**config.mk**
```make
export PLATFORM = sky130hd
export DESIGN_NAME = vga_half_timing
export DESIGN_NICKNAME = d
export VERILOG_FILES = /design/src/rtl/vga_half_pkg.sv /design/src/rtl/vht_counter.sv /design/src/rtl/vht_span.sv /design/src/rtl/vht_out_regs.sv /design/src/rtl/vga_half_timing.sv
export SDC_FILE = /design/constraint.sdc
export NUM_CORES = 1
export LEC_CHECK = 0
export BUFFER_PORTS_ARGS = -buffer_cell sky130_fd_sc_hd__buf_4
export CORE_ASPECT_RATIO = 1.25
export CORE_UTILIZATION = 35
export CTS_CLUSTER_DIAMETER = 80
export DETAILED_ROUTE_END_ITERATION = 7
export GPL_TIMING_DRIVEN = 1
export HOLD_SLACK_MARGIN = 0.06
export PLACE_DENSITY = 0.58
export SETUP_SLACK_MARGIN = 0.15
export SLEW_MARGIN = 15
export SYNTH_ARGS = -nofsm -noshare
export SYNTH_HDL_FRONTEND = slang
export SYNTH_SLANG_ARGS = --single-unit
export TNS_END_PERCENT = 10
```
**constraint.sdc**
```tcl
create_clock -name clk -period 3.7 [get_ports clk]
set_input_delay 0 -clock clk [delete_from_list [all_inputs] [get_ports clk]]
set_output_delay 0 -clock clk [all_outputs]
set_load 0.01 [all_outputs]
```
**src/rtl/vga_half_pkg.sv**
```systemverilog
package vga_half_pkg;
  // Horizontal segments, in half-rate clocks.
  localparam int unsigned DEF_H_VIS  = 400;
  localparam int unsigned DEF_H_FP   = 20;
  localparam int unsigned DEF_H_SYNC = 64;
  localparam int unsigned DEF_H_BP   = 44;

  // Vertical segments, in scan lines.
  localparam int unsigned DEF_V_VIS  = 600;
  localparam int unsigned DEF_V_FP   = 1;
  localparam int unsigned DEF_V_SYNC = 4;
  localparam int unsigned DEF_V_BP   = 23;

  // Decoded single-bit controls that feed the output register stage.
  typedef struct packed {
    logic hs_n;
    logic vs_n;
    logic de;
    logic fs;
  } sync_bits_t;

  function automatic int unsigned width_for(input int unsigned n);
    return (n < 2) ? 1 : $clog2(n);
  endfunction
endpackage

```
**src/rtl/vht_counter.sv**
```systemverilog
module vht_counter #(
  parameter int unsigned TOTAL = 528,
  parameter int unsigned W     = 10
) (
  input  logic         clk,
  input  logic         rst_n,
  input  logic         adv_i,
  output logic [W-1:0] cnt_o,
  output logic         last_o
);
  localparam logic [W-1:0] LAST_C = W'(TOTAL - 1);

  logic [W-1:0] cnt_q;

  // The wrap comes from a compare on the final count, not from overflow.
  assign last_o = (cnt_q == LAST_C);

  always_ff @(posedge clk or negedge rst_n) begin
    if (!rst_n) begin
      cnt_q <= '0;
    end else if (adv_i) begin
      if (last_o) cnt_q <= '0;
      else        cnt_q <= cnt_q + 1'b1;
    end
  end

  assign cnt_o = cnt_q;

  a_r1_count_in_range: assert property (@(posedge clk) disable iff (!rst_n)
    cnt_q <= LAST_C);
endmodule

```
**src/rtl/vht_span.sv**
```systemverilog
module vht_span #(
  parameter int unsigned W     = 10,
  parameter int unsigned START = 0,
  parameter int unsigned LEN   = 1
) (
  input  logic [W-1:0] cnt_i,
  output logic         in_o
);
  localparam int unsigned STOP = START + LEN;

  logic below_stop;
  assign below_stop = ({1'b0, cnt_i} < (W+1)'(STOP));

  generate
    if (START == 0) begin : g_from_zero
      assign in_o = below_stop;
    end else begin : g_offset
      assign in_o = (cnt_i >= W'(START)) && below_stop;
    end
  endgenerate
endmodule

```
**src/rtl/vht_out_regs.sv**
```systemverilog
module vht_out_regs
  import vga_half_pkg::*;
#(
  parameter int unsigned COL_W   = 9,
  parameter int unsigned ROW_W   = 9,
  parameter int unsigned ROW_MAX = 299
) (
  input  logic             clk,
  input  logic             rst_n,
  input  sync_bits_t       nxt_i,
  input  logic [COL_W-1:0] col_i,
  input  logic [ROW_W-1:0] row_i,
  output logic             hsync_n_o,
  output logic             vsync_n_o,
  output logic             de_o,
  output logic [COL_W-1:0] col_o,
  output logic [ROW_W-1:0] row_o,
  output logic             frame_start_o
);
  sync_bits_t       bits_q;
  logic [COL_W-1:0] col_q;
  logic [ROW_W-1:0] row_q;

  always_ff @(posedge clk or negedge rst_n) begin
    if (!rst_n) begin
      bits_q <= '{hs_n: 1'b1, vs_n: 1'b1, de: 1'b0, fs: 1'b0};
      col_q  <= '0;
      row_q  <= '0;
    end else begin
      bits_q <= nxt_i;
      col_q  <= nxt_i.de ? col_i : '0;
      row_q  <= nxt_i.de ? row_i : '0;
    end
  end

  assign hsync_n_o     = bits_q.hs_n;
  assign vsync_n_o     = bits_q.vs_n;
  assign de_o          = bits_q.de;
  assign col_o         = col_q;
  assign row_o         = row_q;
  assign frame_start_o = bits_q.fs;

  // no sync pulse inside the visible area.
  a_r5_de_outside_sync: assert property (@(posedge clk) disable iff (!rst_n)
    de_o |-> (hsync_n_o && vsync_n_o));

  // the frame pulse sits on the vsync falling edge.
  a_r8_pulse_on_vsync_fall: assert property (@(posedge clk) disable iff (!rst_n)
    frame_start_o |-> (!vsync_n_o && $past(vsync_n_o)));

  // the frame pulse lasts a single clock.
  a_r8_pulse_single: assert property (@(posedge clk) disable iff (!rst_n)
    frame_start_o |=> !frame_start_o);

  // the row output never exceeds the last row.
  a_r7_row_bound: assert property (@(posedge clk) disable iff (!rst_n)
    row_o <= ROW_W'(ROW_MAX));
endmodule

```
**src/rtl/vga_half_timing.sv**
```systemverilog
module vga_half_timing
  import vga_half_pkg::*;
#(
  parameter int unsigned H_VIS     = DEF_H_VIS,
  parameter int unsigned H_FP      = DEF_H_FP,
  parameter int unsigned H_SYNC    = DEF_H_SYNC,
  parameter int unsigned H_BP      = DEF_H_BP,
  parameter int unsigned V_VIS     = DEF_V_VIS,
  parameter int unsigned V_FP      = DEF_V_FP,
  parameter int unsigned V_SYNC    = DEF_V_SYNC,
  parameter int unsigned V_BP      = DEF_V_BP,
  parameter int unsigned ROW_SHIFT = 1,
  localparam int unsigned ROWS  = V_VIS >> ROW_SHIFT,
  localparam int unsigned COL_W = width_for(H_VIS),
  localparam int unsigned ROW_W = width_for(ROWS)
) (
  input  logic             clk,
  input  logic             rst_n,
  output logic             hsync_n_o,
  output logic             vsync_n_o,
  output logic             de_o,
  output logic [COL_W-1:0] col_o,
  output logic [ROW_W-1:0] row_o,
  output logic             frame_start_o
);
  localparam int unsigned H_TOT = H_VIS + H_FP + H_SYNC + H_BP;
  localparam int unsigned V_TOT = V_VIS + V_FP + V_SYNC + V_BP;
  localparam int unsigned HW    = width_for(H_TOT);
  localparam int unsigned VW    = width_for(V_TOT);

  logic [HW-1:0] hcnt;
  logic [VW-1:0] vcnt;
  logic          h_last, v_last;
  logic          line_end_n;
  logic          h_vis, h_sync, h_zero;
  logic          v_vis, v_sync, v_fs_line;
  logic [ROW_W-1:0] row_raw;
  sync_bits_t    nxt;

  vht_counter #(.TOTAL(H_TOT), .W(HW)) u_hcnt (
    .clk(clk), .rst_n(rst_n), .adv_i(1'b1), .cnt_o(hcnt), .last_o(h_last));

  vht_counter #(.TOTAL(V_TOT), .W(VW)) u_vcnt (
    .clk(clk), .rst_n(rst_n), .adv_i(h_last), .cnt_o(vcnt), .last_o(v_last));

  // Internal line-end strobe: low for one clock in each line.
  assign line_end_n = !h_last;

  vht_span #(.W(HW), .START(0),             .LEN(H_VIS))  u_hvis  (.cnt_i(hcnt), .in_o(h_vis));
  vht_span #(.W(HW), .START(H_VIS + H_FP),  .LEN(H_SYNC)) u_hsync (.cnt_i(hcnt), .in_o(h_sync));
  vht_span #(.W(HW), .START(0),             .LEN(1))      u_hzero (.cnt_i(hcnt), .in_o(h_zero));
  vht_span #(.W(VW), .START(0),             .LEN(V_VIS))  u_vvis  (.cnt_i(vcnt), .in_o(v_vis));
  vht_span #(.W(VW), .START(V_VIS + V_FP),  .LEN(V_SYNC)) u_vsync (.cnt_i(vcnt), .in_o(v_sync));
  vht_span #(.W(VW), .START(V_VIS + V_FP),  .LEN(1))      u_vfs   (.cnt_i(vcnt), .in_o(v_fs_line));

  generate
    if (ROW_SHIFT == 0) begin : g_row_full
      assign row_raw = ROW_W'(vcnt);
    end else begin : g_row_shifted
      assign row_raw = ROW_W'(vcnt >> ROW_SHIFT);
    end
  endgenerate

  always_comb begin
    nxt.hs_n = !h_sync;
    nxt.vs_n = !v_sync;
    nxt.de   = h_vis && v_vis;
    nxt.fs   = h_zero && v_fs_line;
  end

  vht_out_regs #(.COL_W(COL_W), .ROW_W(ROW_W), .ROW_MAX(ROWS - 1)) u_out (
    .clk(clk), .rst_n(rst_n), .nxt_i(nxt),
    .col_i(COL_W'(hcnt)), .row_i(row_raw),
    .hsync_n_o(hsync_n_o), .vsync_n_o(vsync_n_o), .de_o(de_o),
    .col_o(col_o), .row_o(row_o), .frame_start_o(frame_start_o));

  // the line-end strobe is never low on two clocks in a row.
  a_r1_line_strobe_single: assert property (@(posedge clk) disable iff (!rst_n)
    !line_end_n |=> line_end_n);

  // the line count moves only across a line wrap.
  a_r2_line_count_holds: assert property (@(posedge clk) disable iff (!rst_n)
    line_end_n |=> $stable(vcnt));

  // the frame wrap happens only together with a line wrap.
  a_r2_frame_wrap_at_line_end: assert property (@(posedge clk) disable iff (!rst_n)
    v_last && !line_end_n |=> (vcnt == '0) && (hcnt == '0));
endmodule

```
# Yosys cells after proc, flatten, opt, wreduce, memory -nomap -nowiden
# Cells that the tools add are included.
[op_classes]
n_addsub = 2
magnitude_cmp = 8
eq_ne = 2
n_mux = 4
reduce_logical = 7
[op_table]
columns = ["op", "count"]
rows = [
  ["$lt 10x10->1 const B", 3],
  ["$add 10x1->10 const B", 2],
  ["$eq 10x10->1 const B", 2],
  ["$lt 10x9->1 const B", 2],
  ["$mux 10", 2],
  ["$mux 9", 2],
  ["$ge 10x10->1 const B", 1],
  ["$ge 10x9->1 const B", 1],
  ["$lt 10x1->1 const B", 1],
  ["$logic_and 1x1->1", 5],
  ["$logic_not 1->1", 2],
]
[word_totals]
regBits = 42
input_bits = 2
output_inout_bits = 22
word_cells = 31

# Longest topological paths before layout
# Gate-level depths: netlist of run 1.
[logic_depth]
depth_word = 3
ltp_mapped = 6
depth_no_buf = 5

# Modules after synthesis
# Synthesis of run 1 repeated with hierarchy kept, for this count alone.
[unflattened]
cells_unflattened = 164
hier_area_um2 = 1928.1
[by_module_without_submodules]
columns = ["mod", "instances", "cells_per_inst", "area_per_inst_um2", "seq_area_each_um2"]
rows = [
  ["vht_out_regs", 1, 41, 694.4, 553.0],
  ["vht_counter (u_vcnt)", 1, 51, 530.5, 250.2],
  ["vht_counter (u_hcnt)", 1, 47, 500.5, 250.2],
  ["vht_span (u_hsync)", 1, 4, 42.5, 0.0],
  ["vht_span (u_vsync)", 1, 5, 37.5, 0.0],
  ["vht_span (u_vfs)", 1, 3, 35.0, 0.0],
  ["vht_span (u_hzero)", 1, 3, 27.5, 0.0],
  ["vga_half_timing", 1, 5, 23.8, 0.0],
  ["vht_span (u_vvis)", 1, 3, 23.8, 0.0],
  ["vht_span (u_hvis)", 1, 2, 12.5, 0.0],
]

# Worst setup path before layout of run 1
# OpenSTA, ideal clock, no wires.
[synth_path]
path_type = "reg2reg"
from = "register u_hcnt.cnt_q[6] (netlist: u_hcnt.cnt_o[6])"
to = "register u_vcnt.cnt_q[4] (netlist: u_vcnt.cnt_o[4])"
setup_time_ps = 83
arrival_time_ps = 1830
required_time_ps = 3617
slack_ps = 1787
path_stages_with_launch = 6
path_buffers = 1
period_less_slack_ps = 1913
path_cell_list = "dfrtp_1 or3_4 or4_4 buf_6 or3_1 o21ai_0"
[synth_via]
elab_chain_cells = 1
[synth_rtl]
columns = ["item", "line", "source"]
rows = [
  ["start: declaration", "vht_counter.sv:13", "logic [W-1:0] cnt_q;"],
  ["start signal: assignment", "vht_counter.sv:23", "else cnt_q <= cnt_q + 1'b1;"],
  ["$eq 10x10->1", "vht_counter.sv:16", "assign last_o = (cnt_q == LAST_C);"],
  ["end signal: assignment", "vht_counter.sv:23", ""],
  ["end: declaration", "vht_counter.sv:13", ""],
]
# No other way between the ends.
# A chain may end at the register's enable or synchronous reset.

# Worst setup path after layout of run 1
[layout_path]
from = "register u_hcnt.cnt_q[6] (netlist: u_hcnt.cnt_o[6])"
to = "register u_out.col_q[6] (netlist: u_out.col_o[6])"
[layout_via]
elab_chain_cells = 3
[layout_rtl]
columns = ["item", "line", "source"]
rows = [
  ["$lt 10x9->1", "vht_span.sv:12", "assign below_stop = ({1'b0, cnt_i} < (W+1)'(STOP));"],
  ["$logic_and 1x1->1", "vga_half_timing.sv:67", "nxt.de = h_vis && v_vis;"],
  ["$mux 9 (*)", "vht_out_regs.sv:31", "col_q <= nxt_i.de ? col_i : '0;"],
  ["end signal: assignment", "vht_out_regs.sv:31", ""],
  ["end: declaration", "vht_out_regs.sv:21", "logic [COL_W-1:0] col_q;"],
]
# Mark *: on every way between the ends. The rest lies on a longest branch, timed or not.

==> implementation parameters, run 1 <==
Parameter                              Value

Run status
  Run status    completed

Timing
  Max Freq    0.452 GHz
  Total Neg Setup Slack    0 ps
  Number of hold violations in the final report    0
  RSZ-0062 raised after global routing    no
  Worst slew margin relative to its limit    a little over a third
  Portion of the clock cycle consumed by the worst path in the final layout    59.7%
  Number of slew-limit violations in the final report    0
  Transition time at the pin with the least slew margin    956 ps
  Setup Skew    8.22 ps
  Endpoints failing setup    0
  Fin crit period    ~2200 ps

CTS
  Quantity of hold-fixing buffers added after cts    1
  Clk sinks    42
  CTS buffer count    5
  Clock root buffer    sky130_fd_sc_hd__clkbuf_8
  Number of H-tree levels    2
  Clk buf depth    2
  Clock insertion delay at the later pin of the skew report    300 ps
  Clock tree from TritonCTS    built
  Gates resized, CTS repair    0
  Clock input transition at the sequential cells of the worst setup and hold paths    80 ps
  Buffer count from post-CTS setup fixing    0

Final layout
  Area taken by flip-flops and latches    1050 µm²
  Most frequent cells in the layout    sky130_fd_sc_hd__dfrtp_1, sky130_fd_sc_hd__buf_4, sky130_fd_sc_hd__and2_1
  Leading cell type in the layout, fill and taps excluded    sky130_fd_sc_hd__dfrtp_1
  Signed area change from the synthesized netlist to the final layout    17.4%
  Layout fillers    476
  Number of nets in the layout    196
  Number of antenna diodes    0
  Share of cells above drive strength 1    21.2%
  Post-Route Utilization    42.7%
  Area of the multi-input gates    between 700 and 800 µm²

Synthesis
  Average instance area after synthesis    11.2 µm²
  Total of warnings raised by yosys    0
  Post-synth cell types    38
  Cell types occupying the most area after synthesis    sky130_fd_sc_hd__dfrtp_1, sky130_fd_sc_hd__and2_1, sky130_fd_sc_hd__ha_1
  Area share of the largest cell type after synthesis    54.6%
  Area leader, netlist    sky130_fd_sc_hd__dfrtp_1
  Gate Count Post-Synth    around 160
  Number of register bits inferred by synthesis    42
  Net count after synthesis    172
  Sequential share of the synthesized area    a little under three fifths
  Cell area after synthesis    approximately 1800 µm²

Power and ir drop
  Sw power    160 µW
  Share of total power in the clock network    between 30% and 40%
  Maximum VDD drop    0.143 mV
  Power Density    approximately 360 nW/µm²
  Switching Fraction    20.8%
  Sequential share of power    59.5%
  Combinational fraction of design power    under 10%
  Leakage power of the design    about 1.0 nW
  Internal    611 µW

Worst setup path
  Max FO, Critical Path    18
  Data required time of the critical path    3930 ps
  Launch point of the worst reg-to-reg path    u_hcnt.cnt_o[6]$_DFF_PN0_
  Family of cells with the greatest summed delay on the critical path    compound AO/OA/AOI/OAI gates
  Worst Reg-to-Reg Cells    4
  Worst Setup SP    u_hcnt.cnt_o[6]$_DFF_PN0_
  Type of element launching the critical path    register
  Reg2Reg Setup Slack    1490 ps
  Worst path cell trace    or3_4, a31o_2, a21oi_1, and2_2
  Critical path's largest stage delay    between 700 and 800 ps
  Stages on worst setup path    4
  Count of buffering cells on the critical path with inverters included    0
  Cell at the slowest stage of the critical path    sky130_fd_sc_hd__a21oi_1
  Type of destination of the critical path    register
  Critical path start-end classification    register to register
  Data arrival, critical path    2440 ps

Drt
  Post-detailed-routing wire length    3340 µm
  Detail Route Antenna Nets    0
  Average vias per placed instance    around 5.0
  Detailed-routing iteration count for the pre-antenna-repair pass    4
  Drc violations    0
  Vias post-DR    approximately 1200
  Average detailed-routed wire length per instance    around 13 µm
  Starting DRT DRC Count    a little under 80

Place
  Port Buf Inserts    23
  Final weighted congestion in routability-driven placement    0.835
  Detailed Place HPWL    2230 µm

GRT
  Number of global-route vias before repair    1129
  Largest net degree at the start of global routing    43
  Leftover overflow at the end of global routing    0
  Overall Global Routing Usage    13.1%
  Wire length of the first global-routing pass    5450 µm
  Antenna violations before repair    0

Die
  Floorplan die height    82.9 µm
  I/O pin total    24
  Core region area    5040 µm²
  Site row count    29
  Floorplan die width    66.7 µm
  Initial core utilization    36.3%
  Die footprint    5530 µm²

Run
  Maxcap violations    0

Min path
  Class of the worst hold path    input port to asynchronous set/reset pin
-- area by class of cell --
type / instances / area share, %
multi-input cells: 105 / 32.8
clock inverters: 1 / 0.233
well taps: 62 / 3.60
inverters: 9 / 1.57
repair buffers: 25 / 8.84
clock buffers: 7 / 4.01
flip-flops and latches: 42 / 49.0
-- kinds of logic (layout without fill, tap and decap cells) --
kind of cell | Yosys count | after routing | share of synthesized area, %
simple gates | 65 | 65 | 21.2
buf+inv | 17 | 42 | 4.03
fa+ha+maj | 6 | 6 | 4.10
xor+xnor | 11 | 11 | 5.26
compound gates | 22 | 22 | 7.30
mux | 1 | 1 | 0.614
flops | 42 | 42 | 57.5
-- synthesized netlist by cell type --
library cell               instances
sky130_fd_sc_hd__a21oi_1           9
sky130_fd_sc_hd__a31o_2            1
sky130_fd_sc_hd__a31oi_1           1
sky130_fd_sc_hd__a41oi_1           1
sky130_fd_sc_hd__and2_1           17
sky130_fd_sc_hd__and2_2            2
sky130_fd_sc_hd__and3_1            2
sky130_fd_sc_hd__and3b_1           1
sky130_fd_sc_hd__and4_1            2
sky130_fd_sc_hd__buf_2             1
sky130_fd_sc_hd__buf_6             1
sky130_fd_sc_hd__clkbuf_1          5
sky130_fd_sc_hd__clkbuf_2          1
sky130_fd_sc_hd__dfrtp_1          40
sky130_fd_sc_hd__dfstp_2           2
sky130_fd_sc_hd__ha_1              6
sky130_fd_sc_hd__inv_1             9
sky130_fd_sc_hd__mux2_2            1
sky130_fd_sc_hd__nand2_1           9
sky130_fd_sc_hd__nand3_1           8
sky130_fd_sc_hd__nand4_1           5
sky130_fd_sc_hd__nand4b_1          1
sky130_fd_sc_hd__nor2_1            6
sky130_fd_sc_hd__nor3_1            2
sky130_fd_sc_hd__nor3_2            1
sky130_fd_sc_hd__nor4_1            2
sky130_fd_sc_hd__nor4b_1           1
sky130_fd_sc_hd__nor4bb_1          1
sky130_fd_sc_hd__o21ai_0           5
sky130_fd_sc_hd__o21bai_1          2
sky130_fd_sc_hd__o311ai_0          1
sky130_fd_sc_hd__o31ai_1           1
sky130_fd_sc_hd__o41ai_1           1
sky130_fd_sc_hd__or3_1             3
sky130_fd_sc_hd__or3_4             1
sky130_fd_sc_hd__or4_4             1
sky130_fd_sc_hd__xnor2_1           4
sky130_fd_sc_hd__xor2_1            7
-- registers in the layout (all words and copies together), names as in the netlist --
| signal | cells |
|---|---|
| u_hcnt.cnt_o | 10 |
| u_vcnt.cnt_o | 10 |
| u_out.col_o | 9 |
| u_out.row_o | 9 |
| u_out.de_o | 1 |
| u_out.frame_start_o | 1 |
| u_out.hsync_n_o | 1 |
| u_out.vsync_n_o | 1 |
-- worst paths after layout --
path	end
setup / recovery	u_out.col_o[6]$_DFF_PN0_
hold / removal	u_hcnt.cnt_o[0]$_DFF_PN0_
setup reg to reg	u_out.col_o[6]$_DFF_PN0_
hold reg to reg	u_hcnt.cnt_o[5]$_DFF_PN0_
max in group asynchronous	u_out.vsync_n_o$_DFF_PN1_
min in group clk	u_hcnt.cnt_o[5]$_DFF_PN0_
-- power by group through the flow --
stage               Clock (mW)  Sequential [mW]  Combinational (mW)
floorplan                    0            0.468         0.000000292
global placement             0            0.468             0.00955
detailed placement           0            0.468             0.00999
CTS                      0.314            0.459              0.0108
global route             0.332            0.459              0.0118
finish                   0.302            0.459             0.00995
-- routing by layer --
| metal | global-route usage [%] | vias to the layer above | routed length (µm) |
|---|---|---|---|
| met5 | 0 | - | 0 |
| met4 | 6.58 | 0 | 63 |
| met3 | 4.26 | 6 | 174 |
| met2 | 19.5 | 31 | 1550 |
| met1 | 16.9 | 604 | 1550 |
| li1 | - | 606 | - |
-- stage by stage --
stage / hold slack (ps) / setup slack [ps] / instances / cell area (µm²) / total power, mW
after floorplan: -296 / 1790 / 164 / 1830 / 0.468
after global placement: 6.49 / 1550 / 242 / 2050 / 0.477
after detailed placement: 18.0 / 1430 / 242 / 2050 / 0.478
after CTS: 241 / 1400 / 251 / 2150 / 0.783
after global routing: 281 / 1240 / 251 / 2150 / 0.802
final: 219 / 1490 / 251 / 2150 / 0.771
(Power assumes the default switching activity.)
==> inputs of run 2 (changes only) <==
--- a/config.mk
+++ b/config.mk
@@ -5,6 +5,7 @@
 export SDC_FILE = /design/constraint.sdc
 export NUM_CORES = 1
 export LEC_CHECK = 0
+export ABC_AREA = 1
 export BUFFER_PORTS_ARGS = -buffer_cell sky130_fd_sc_hd__buf_4
 export CORE_ASPECT_RATIO = 1.25
 export CORE_UTILIZATION = 35
@@ -12,7 +13,7 @@
 export DETAILED_ROUTE_END_ITERATION = 7
 export GPL_TIMING_DRIVEN = 1
 export HOLD_SLACK_MARGIN = 0.06
-export PLACE_DENSITY = 0.58
+export PLACE_DENSITY = 0.6
 export SETUP_SLACK_MARGIN = 0.15
 export SLEW_MARGIN = 15
 export SYNTH_ARGS = -nofsm -noshare
==> constraint.sdc (replaced) <==
create_clock -name clk -period 2 [get_ports clk]
set_input_delay 0 -clock clk [delete_from_list [all_inputs] [get_ports clk]]
set_output_delay 0 -clock clk [all_outputs]
set_load 0.01 [all_outputs]
==> implementation parameters, run 2 <==
Parameter                              Value

Power and ir drop
  Maximum VDD drop    0.222 mV (+55%)
  Leakage power of the design    1.18 nW (+18%)
  Final Total Pwr    1.43 mW (+85%)
  Power Density    626 nW/µm² (+75%)

Worst setup path
  Data required time of the critical path    2180 ps (-1750 ps)
  Critical path start-end classification    register to register
  Max FO, Critical Path    20 (+2)
  Type of element launching the critical path    register
  Type of destination of the critical path    register
  Data arrival, critical path    1680 ps (-760 ps)

Synthesis
  Area leader, netlist    sky130_fd_sc_hd__dfrtp_1
  Cell area after synthesis    1960 µm² (+6.8%)
  Commonest cells post-synth    sky130_fd_sc_hd__dfrtp_1, sky130_fd_sc_hd__nand2_1, sky130_fd_sc_hd__inv_1
  Gate Count Post-Synth    216 (+32%)
  Sequential share of the synthesized area    53.8% (-3.7 points)
  Number of register bits inferred by synthesis    42 (unchanged)
  Proportion of register bits with asynchronous set or reset after synthesis    100% (unchanged)
  Net count after synthesis    224 (+30%)
  Total of warnings raised by yosys    0 (unchanged)
  Cell types occupying the most area after synthesis    sky130_fd_sc_hd__dfrtp_1, sky130_fd_sc_hd__nand2_1, sky130_fd_sc_hd__inv_1
  Prevailing post-synth register cell    sky130_fd_sc_hd__dfrtp_1
  Average instance area after synthesis    9.07 µm² (-19%)
  Post-synth cell types    24 (-37%)
  Area share of the largest cell type after synthesis    51.1% (-3.5 points)
  Number of enable flip-flop cells after synthesis    0 (unchanged)
  Library cell with the highest instance count after synthesis    sky130_fd_sc_hd__dfrtp_1

Place
  Port Buf Inserts    23 (unchanged)
  Final weighted congestion in routability-driven placement    0.842 (+0.78%)
  # placed instances    300 (+24%)
  Detailed Place HPWL    2530 µm (+14%)

Run
  Maxcap violations    0 (unchanged)

Final layout
  Non-Filler Instances    309 (+23%)
  Signed area change from the synthesized netlist to the final layout    16.2%
  Post-Route Utilization    42.1% (-0.56 points)
  Share of cells above drive strength 1    23.3% (+2.1 points)
  Most frequent cells in the layout    sky130_fd_sc_hd__dfrtp_1, sky130_fd_sc_hd__nand2_1, sky130_fd_sc_hd__inv_1
  Number of antenna diodes    0 (unchanged)
  Leading cell type in the layout, fill and taps excluded    sky130_fd_sc_hd__dfrtp_1
  Number of nets in the layout    252 (+29%)

Die
  Die footprint    5900 µm² (+6.6%)
  Initial core utilization    36.2% (-0.12 points)
  Floorplan die width    68.9 µm (+3.3%)
  Core region area    5410 µm² (+7.2%)
  I/O pin total    24 (unchanged)
  Floorplan die height    85.6 µm (+3.3%)
  Site row count    30 (+3.4%)

CTS
  Clock tree from TritonCTS    built
  Clk sinks    42 (unchanged)
  Clk buf depth    2 (unchanged)
  Clock input transition at the sequential cells of the worst setup and hold paths    80 ps (about the same)
  Clock insertion delay at the later pin of the skew report    290 ps (about the same)
  CTS buffer count    5 (unchanged)
  Number of H-tree levels    2 (unchanged)
  Clock root buffer    sky130_fd_sc_hd__clkbuf_8

Drt
  Average vias per placed instance    4.52 (-9.0%)
  Detail Route Antenna Nets    0 (unchanged)
  Post-detailed-routing wire length    3600 µm (+7.8%)
  Average detailed-routed wire length per instance    11.7 µm (-12%)
  Starting DRT DRC Count    99 (+29%)
  Drc violations    0 (unchanged)
  Vias post-DR    1397 (+12%)
  Detailed-routing iteration count for the pre-antenna-repair pass    4 (unchanged)

Timing
  Worst slew margin relative to its limit    65.5% (+29 points)
  RSZ-0062 raised after global routing    no
  Fin crit period    1500 ps (-706 ps)
  Max Freq    0.665 GHz (+47%)
  Transition time at the pin with the least slew margin    517 ps (-438 ps)
  Number of slew-limit violations in the final report    0 (unchanged)
  Number of hold violations in the final report    0 (unchanged)
  Total Neg Setup Slack    0 ps (unchanged)
  Setup Skew    5.03 ps (-3.19 ps)
  Portion of the clock cycle consumed by the worst path in the final layout    75.2% (+15 points)
  Hold WS    232 ps (+12.1 ps)
  Endpoints failing setup    0 (unchanged)

GRT
  Wire length of the first global-routing pass    6290 µm (+15%)
  Number of global-route vias before repair    1342 (+19%)
  Overall Global Routing Usage    14.6% (+1.5 points)
  Antenna violations before repair    0 (unchanged)
  Largest net degree at the start of global routing    43 (unchanged)
  Leftover overflow at the end of global routing    0 (unchanged)

Min path
  Class of the worst hold path    input port to asynchronous set/reset pin

Run status
  Run status    completed
run 2: cell types whose count changed in the layout (fill, tap and decap cells not counted), moves of 7 or more:
| cell | delta |
|---|---|
| sky130_fd_sc_hd__nor2_1 | +22 |
| sky130_fd_sc_hd__and2_1 | -17 |
| sky130_fd_sc_hd__nor2_2 | +9 |
| sky130_fd_sc_hd__inv_1 | +21 |
| sky130_fd_sc_hd__nand2_1 | +23 |
| sky130_fd_sc_hd__nand3_1 | +7 |
run 2: through the flow:
step                cell area (µm²)  setup slack [ps]
CTS                            2280               466
global route                   2280               322
global placement               2180               563
finish                         2280               495
detailed placement             2180               488
floorplan                      1960               693
run 2: cell type report:
cell class                 instances  area (µm²)
fill                             547        3130
sequential                        42        1050
multi-input combinational        135         731
timing repair buffer              25         190
inverter                          35         131
clock buffer                       8        90.1
tap                               64        80.1
run 2: what timing repair did:
action                                 CTS  global route
buffers inserted                         0             0
gates resized for setup                  0             0
endpoints found under the hold margin   42             0
hold buffers                             1             0
run 2: cell families (layout without fill, tap and decap cells):
logic type	count (synthesis)	in the layout	synth area share, %
AND/OR/NAND/NOR	103	103	24.8
XOR/XNOR	8	8	3.58
adder cells (fa/ha/maj)	6	6	3.83
buffers and inverters	39	68	8.88
flip-flops	42	42	53.8
AO/OA/AOI/OAI	18	18	5.11
run 2: critical path: stages, from the launching register on:
cell,delay (ps)
sky130_fd_sc_hd__dfrtp_1,390
sky130_fd_sc_hd__ha_1,180
sky130_fd_sc_hd__nand2_1,90
sky130_fd_sc_hd__inv_1,80
sky130_fd_sc_hd__nand3_1,80
sky130_fd_sc_hd__nor2_1,110
sky130_fd_sc_hd__buf_4,240
sky130_fd_sc_hd__inv_2,100
sky130_fd_sc_hd__nand2_1,80
sky130_fd_sc_hd__o21ai_2,50
run 2: worst paths after layout:
path	start	endpoint	slack (ps)	cells past startpoint
setup / recovery	u_hcnt.cnt_o[0]$_DFF_PN0_	u_vcnt.cnt_o[3]$_DFFE_PN0N_	500	9
hold / removal	rst_n	u_out.row_o[7]$_DFF_PN0_	230	2
setup reg to reg	u_hcnt.cnt_o[0]$_DFF_PN0_	u_vcnt.cnt_o[3]$_DFFE_PN0N_	500	9
hold reg to reg	u_hcnt.cnt_o[0]$_DFF_PN0_	u_hcnt.cnt_o[0]$_DFF_PN0_	490	1
max in group asynchronous	rst_n	u_out.vsync_n_o$_DFF_PN1_	1400	2
min in group clk	u_hcnt.cnt_o[0]$_DFF_PN0_	u_hcnt.cnt_o[0]$_DFF_PN0_	490	1
run 2: power breakdown:
part	internal [mW]	total (mW)	switching, mW
combinational	0.00258	0.0183	0.0158
clock	0.282	0.559	0.277
sequential	0.849	0.849	0
run 2: layer usage:
layer / vias up / track usage (%) / wire [µm]
li1: 722 / - / -
met4: 0 / 6.31 / 89
met3: 11 / 3.59 / 124
met5: - / 0 / 0
met2: 24 / 24.0 / 1820
met1: 640 / 17.7 / 1570
==> inputs of run 3 (changes only) <==
==> constraint.sdc (replaced) <==
create_clock -name clk -period 1.2 [get_ports clk]
set_input_delay 0 -clock clk [delete_from_list [all_inputs] [get_ports clk]]
set_output_delay 0 -clock clk [all_outputs]
set_load 0.01 [all_outputs]
==> implementation parameters, run 3 (same netlist as run 2, synthesis figures left out) <==
Parameter                              Value

Drt
  Post-detailed-routing wire length    4340 µm (+20%)
  Average detailed-routed wire length per instance    12.1 µm (+3.6%)
  Vias post-DR    1619 (+16%)
  Average vias per placed instance    4.51 (-0.25%)
  Detail Route Antenna Nets    0 (unchanged)
  Detailed-routing iteration count for the pre-antenna-repair pass    4 (unchanged)
  Drc violations    0 (unchanged)
  Starting DRT DRC Count    74 (-25%)

Place
  Port Buf Inserts    23 (unchanged)
  Final weighted congestion in routability-driven placement    0.829 (-1.5%)
  # placed instances    345 (+15%)
  Detailed Place HPWL    3200 µm (+27%)

Power and ir drop
  Maximum VDD drop    0.449 mV (+100%)
  Power Density    868 nW/µm² (+39%)
  Sequential share of power    58.9% (-0.6 points)
  Leakage power of the design    1.44 nW (+22%)
  Internal    1.88 mW (+66%)
  Combinational fraction of design power    1.3% (about the same)
  Sw power    519 µW (+77%)
  Switching Fraction    21.6% (+1.1 points)
  Share of total power in the clock network    39.9% (+0.7 points)

Min path
  Class of the worst hold path    input port to asynchronous set/reset pin

Final layout
  Number of antenna diodes    0 (unchanged)
  Most frequent cells in the layout    sky130_fd_sc_hd__buf_4, sky130_fd_sc_hd__dfrtp_1, sky130_fd_sc_hd__nand2_1
  Share of cells above drive strength 1    44.7% (+21 points)
  Signed area change from the synthesized netlist to the final layout    41.3%
  Leading cell type in the layout, fill and taps excluded    sky130_fd_sc_hd__buf_4
  Number of nets in the layout    302 (+20%)
  Non-Filler Instances    359 (+16%)

CTS
  CTS buffer count    5 (unchanged)
  Clock root buffer    sky130_fd_sc_hd__clkbuf_8
  Clk sinks    42 (unchanged)
  Clock input transition at the sequential cells of the worst setup and hold paths    80 ps (about the same)
  Clk buf depth    2 (unchanged)
  Clock tree from TritonCTS    built
  Number of H-tree levels    2 (unchanged)
  Clock insertion delay at the later pin of the skew report    290 ps (about the same)

Timing
  Number of hold violations in the final report    0 (unchanged)
  Portion of the clock cycle consumed by the worst path in the final layout    110% (+35 points)
  Endpoints failing setup    37 (+37)
  RSZ-0062 raised after global routing    yes
  Worst slew margin relative to its limit    65.3% (-0.23 points)
  Hold WS    234 ps (+2.84 ps)
  Setup Skew    3.15 ps (-1.88 ps)
  Fin crit period    1320 ps (-181 ps)
  Fin worst setup slack    -124 ps (-619 ps)
  Max Freq    0.755 GHz (+14%)
  Transition time at the pin with the least slew margin    521 ps (+3.44 ps)
  Number of slew-limit violations in the final report    0 (unchanged)

Run
  Maxcap violations    0 (unchanged)

Worst setup path
  Type of destination of the critical path    register
  Count of buffering cells on the critical path with inverters included    2 (-1)
  Stages on worst setup path    8 (-1)
  Worst Setup SP    u_hcnt.cnt_o[1]$_DFF_PN0_
  Critical path's largest stage delay    380 ps (about the same)
  Cell at the slowest stage of the critical path    sky130_fd_sc_hd__dfrtp_1
  R2r endpoint    u_vcnt.cnt_o[7]$_DFFE_PN0N_
  Capture point of the worst path    u_vcnt.cnt_o[7]$_DFFE_PN0N_
  Data required time of the critical path    1410 ps (-770 ps)
  Reg2Reg Setup Slack    -120 ps (-620 ps)
  Data arrival, critical path    1530 ps (-150 ps)
  Worst Reg-to-Reg Cells    8 (-1)
  Type of element launching the critical path    register
  Max FO, Critical Path    11 (-45%)
  Launch point of the worst reg-to-reg path    u_hcnt.cnt_o[1]$_DFF_PN0_
  Worst path cell trace    ha_2, nand2_2, inv_2, nand3_2, nor2_4, buf_6, nand3_1, o21ai_0
  Family of cells with the greatest summed delay on the critical path    flip-flops
  Critical path start-end classification    register to register

Run status
  Violated checks    negative setup slack
  Run status    finished with violations

GRT
  Leftover overflow at the end of global routing    0 (unchanged)
  Overall Global Routing Usage    16.9% (+2.3 points)
  Wire length of the first global-routing pass    7270 µm (+16%)
  Largest net degree at the start of global routing    43 (unchanged)
  Number of global-route vias before repair    1653 (+23%)
  Antenna violations before repair    0 (unchanged)

Die
  Core region area    5410 µm² (unchanged)
  Site row count    30 (unchanged)
  Floorplan die width    68.9 µm (unchanged)
  I/O pin total    24 (unchanged)
  Initial core utilization    36.2% (unchanged)
  Floorplan die height    85.6 µm (unchanged)
  Die footprint    5900 µm² (unchanged)
## run 3: power by group through the flow
stage	logic, mW	registers, mW	clock network [mW]
floorplan	0.000000483	1.44	0
global placement	0.0306	1.44	0
detailed placement	0.0309	1.44	0
CTS	0.0334	1.41	0.978
global route	0.0381	1.41	1.04
finish	0.0307	1.41	0.957
## run 3: per-layer routing
layer / part of all wire [%] / global-route usage (%)
met5: 0 / 0
met4: 2.8 / 7.05
met3: 2.9 / 3.59
met2: 54 / 29.6
met1: 40 / 19.2
## run 3: area by class of cell
| cell class | instances | area [µm²] |
|---|---|---|
| Tap cell | 64 | 80.1 |
| Multi-Input combinational cell | 135 | 790 |
| Timing Repair Buffer | 75 | 612 |
| Sequential cell | 42 | 1050 |
| Fill cell | 521 | 2640 |
| Clock inverter | 1 | 5.00 |
| Clock buffer | 7 | 86.3 |
| Inverter | 35 | 139 |
## run 3: how the worst min path moves through the flow
| stage | start | slack [ps] | to | depth (start not counted) |
|---|---|---|---|---|
| final | rst_n | 230 | u_out.de_o$_DFF_PN0_ | 2 |
| after global routing | rst_n | 310 | u_out.col_o[1]$_DFF_PN0_ | 2 |
| after CTS | rst_n | 240 | u_out.col_o[0]$_DFF_PN0_ | 2 |
| after detailed placement | rst_n | 20 | u_out.col_o[0]$_DFF_PN0_ | 1 |
| after global placement | rst_n | 20 | u_out.de_o$_DFF_PN0_ | 1 |
| after floorplan | rst_n | -300 | u_hcnt.cnt_o[0]$_DFF_PN0_ | 0 |
## run 3: worst register-to-register path, cell delays in order (launching register included)
cell	delay [ps]
sky130_fd_sc_hd__dfrtp_1	380
sky130_fd_sc_hd__ha_2	200
sky130_fd_sc_hd__nand2_2	70
sky130_fd_sc_hd__inv_2	60
sky130_fd_sc_hd__nand3_2	80
sky130_fd_sc_hd__nor2_4	130
sky130_fd_sc_hd__buf_6	160
sky130_fd_sc_hd__nand3_1	70
sky130_fd_sc_hd__o21ai_0	80
## run 3: repair_timing
action / in CTS / in global routing
hold buffers: 1 / 0
endpoints found under the setup margin: 41 / 42
endpoints found under the hold margin: 42 / 0
gates cloned: 0 / 1
setup buffers: 1 / 3
gates resized for setup: 11 / 14
pin swaps: 3 / 2
## run 3: through the flow
| stage | setup WS (ps) | power (mW) | cell area (µm²) | TNS, ps | util (%) |
|---|---|---|---|---|---|
| after floorplan | -28.2 | 1.44 | 1980 | -114 | - |
| after global placement | -100 | 1.47 | 2570 | -2220 | 47.5 |
| after detailed placement | -149 | 1.47 | 2570 | -2830 | 47.5 |
| after CTS | -145 | 2.43 | 2710 | -3140 | 50.1 |
| after global routing | -216 | 2.49 | 2770 | -6650 | 51.2 |
| final | -124 | 2.40 | 2770 | -3350 | 51.2 |
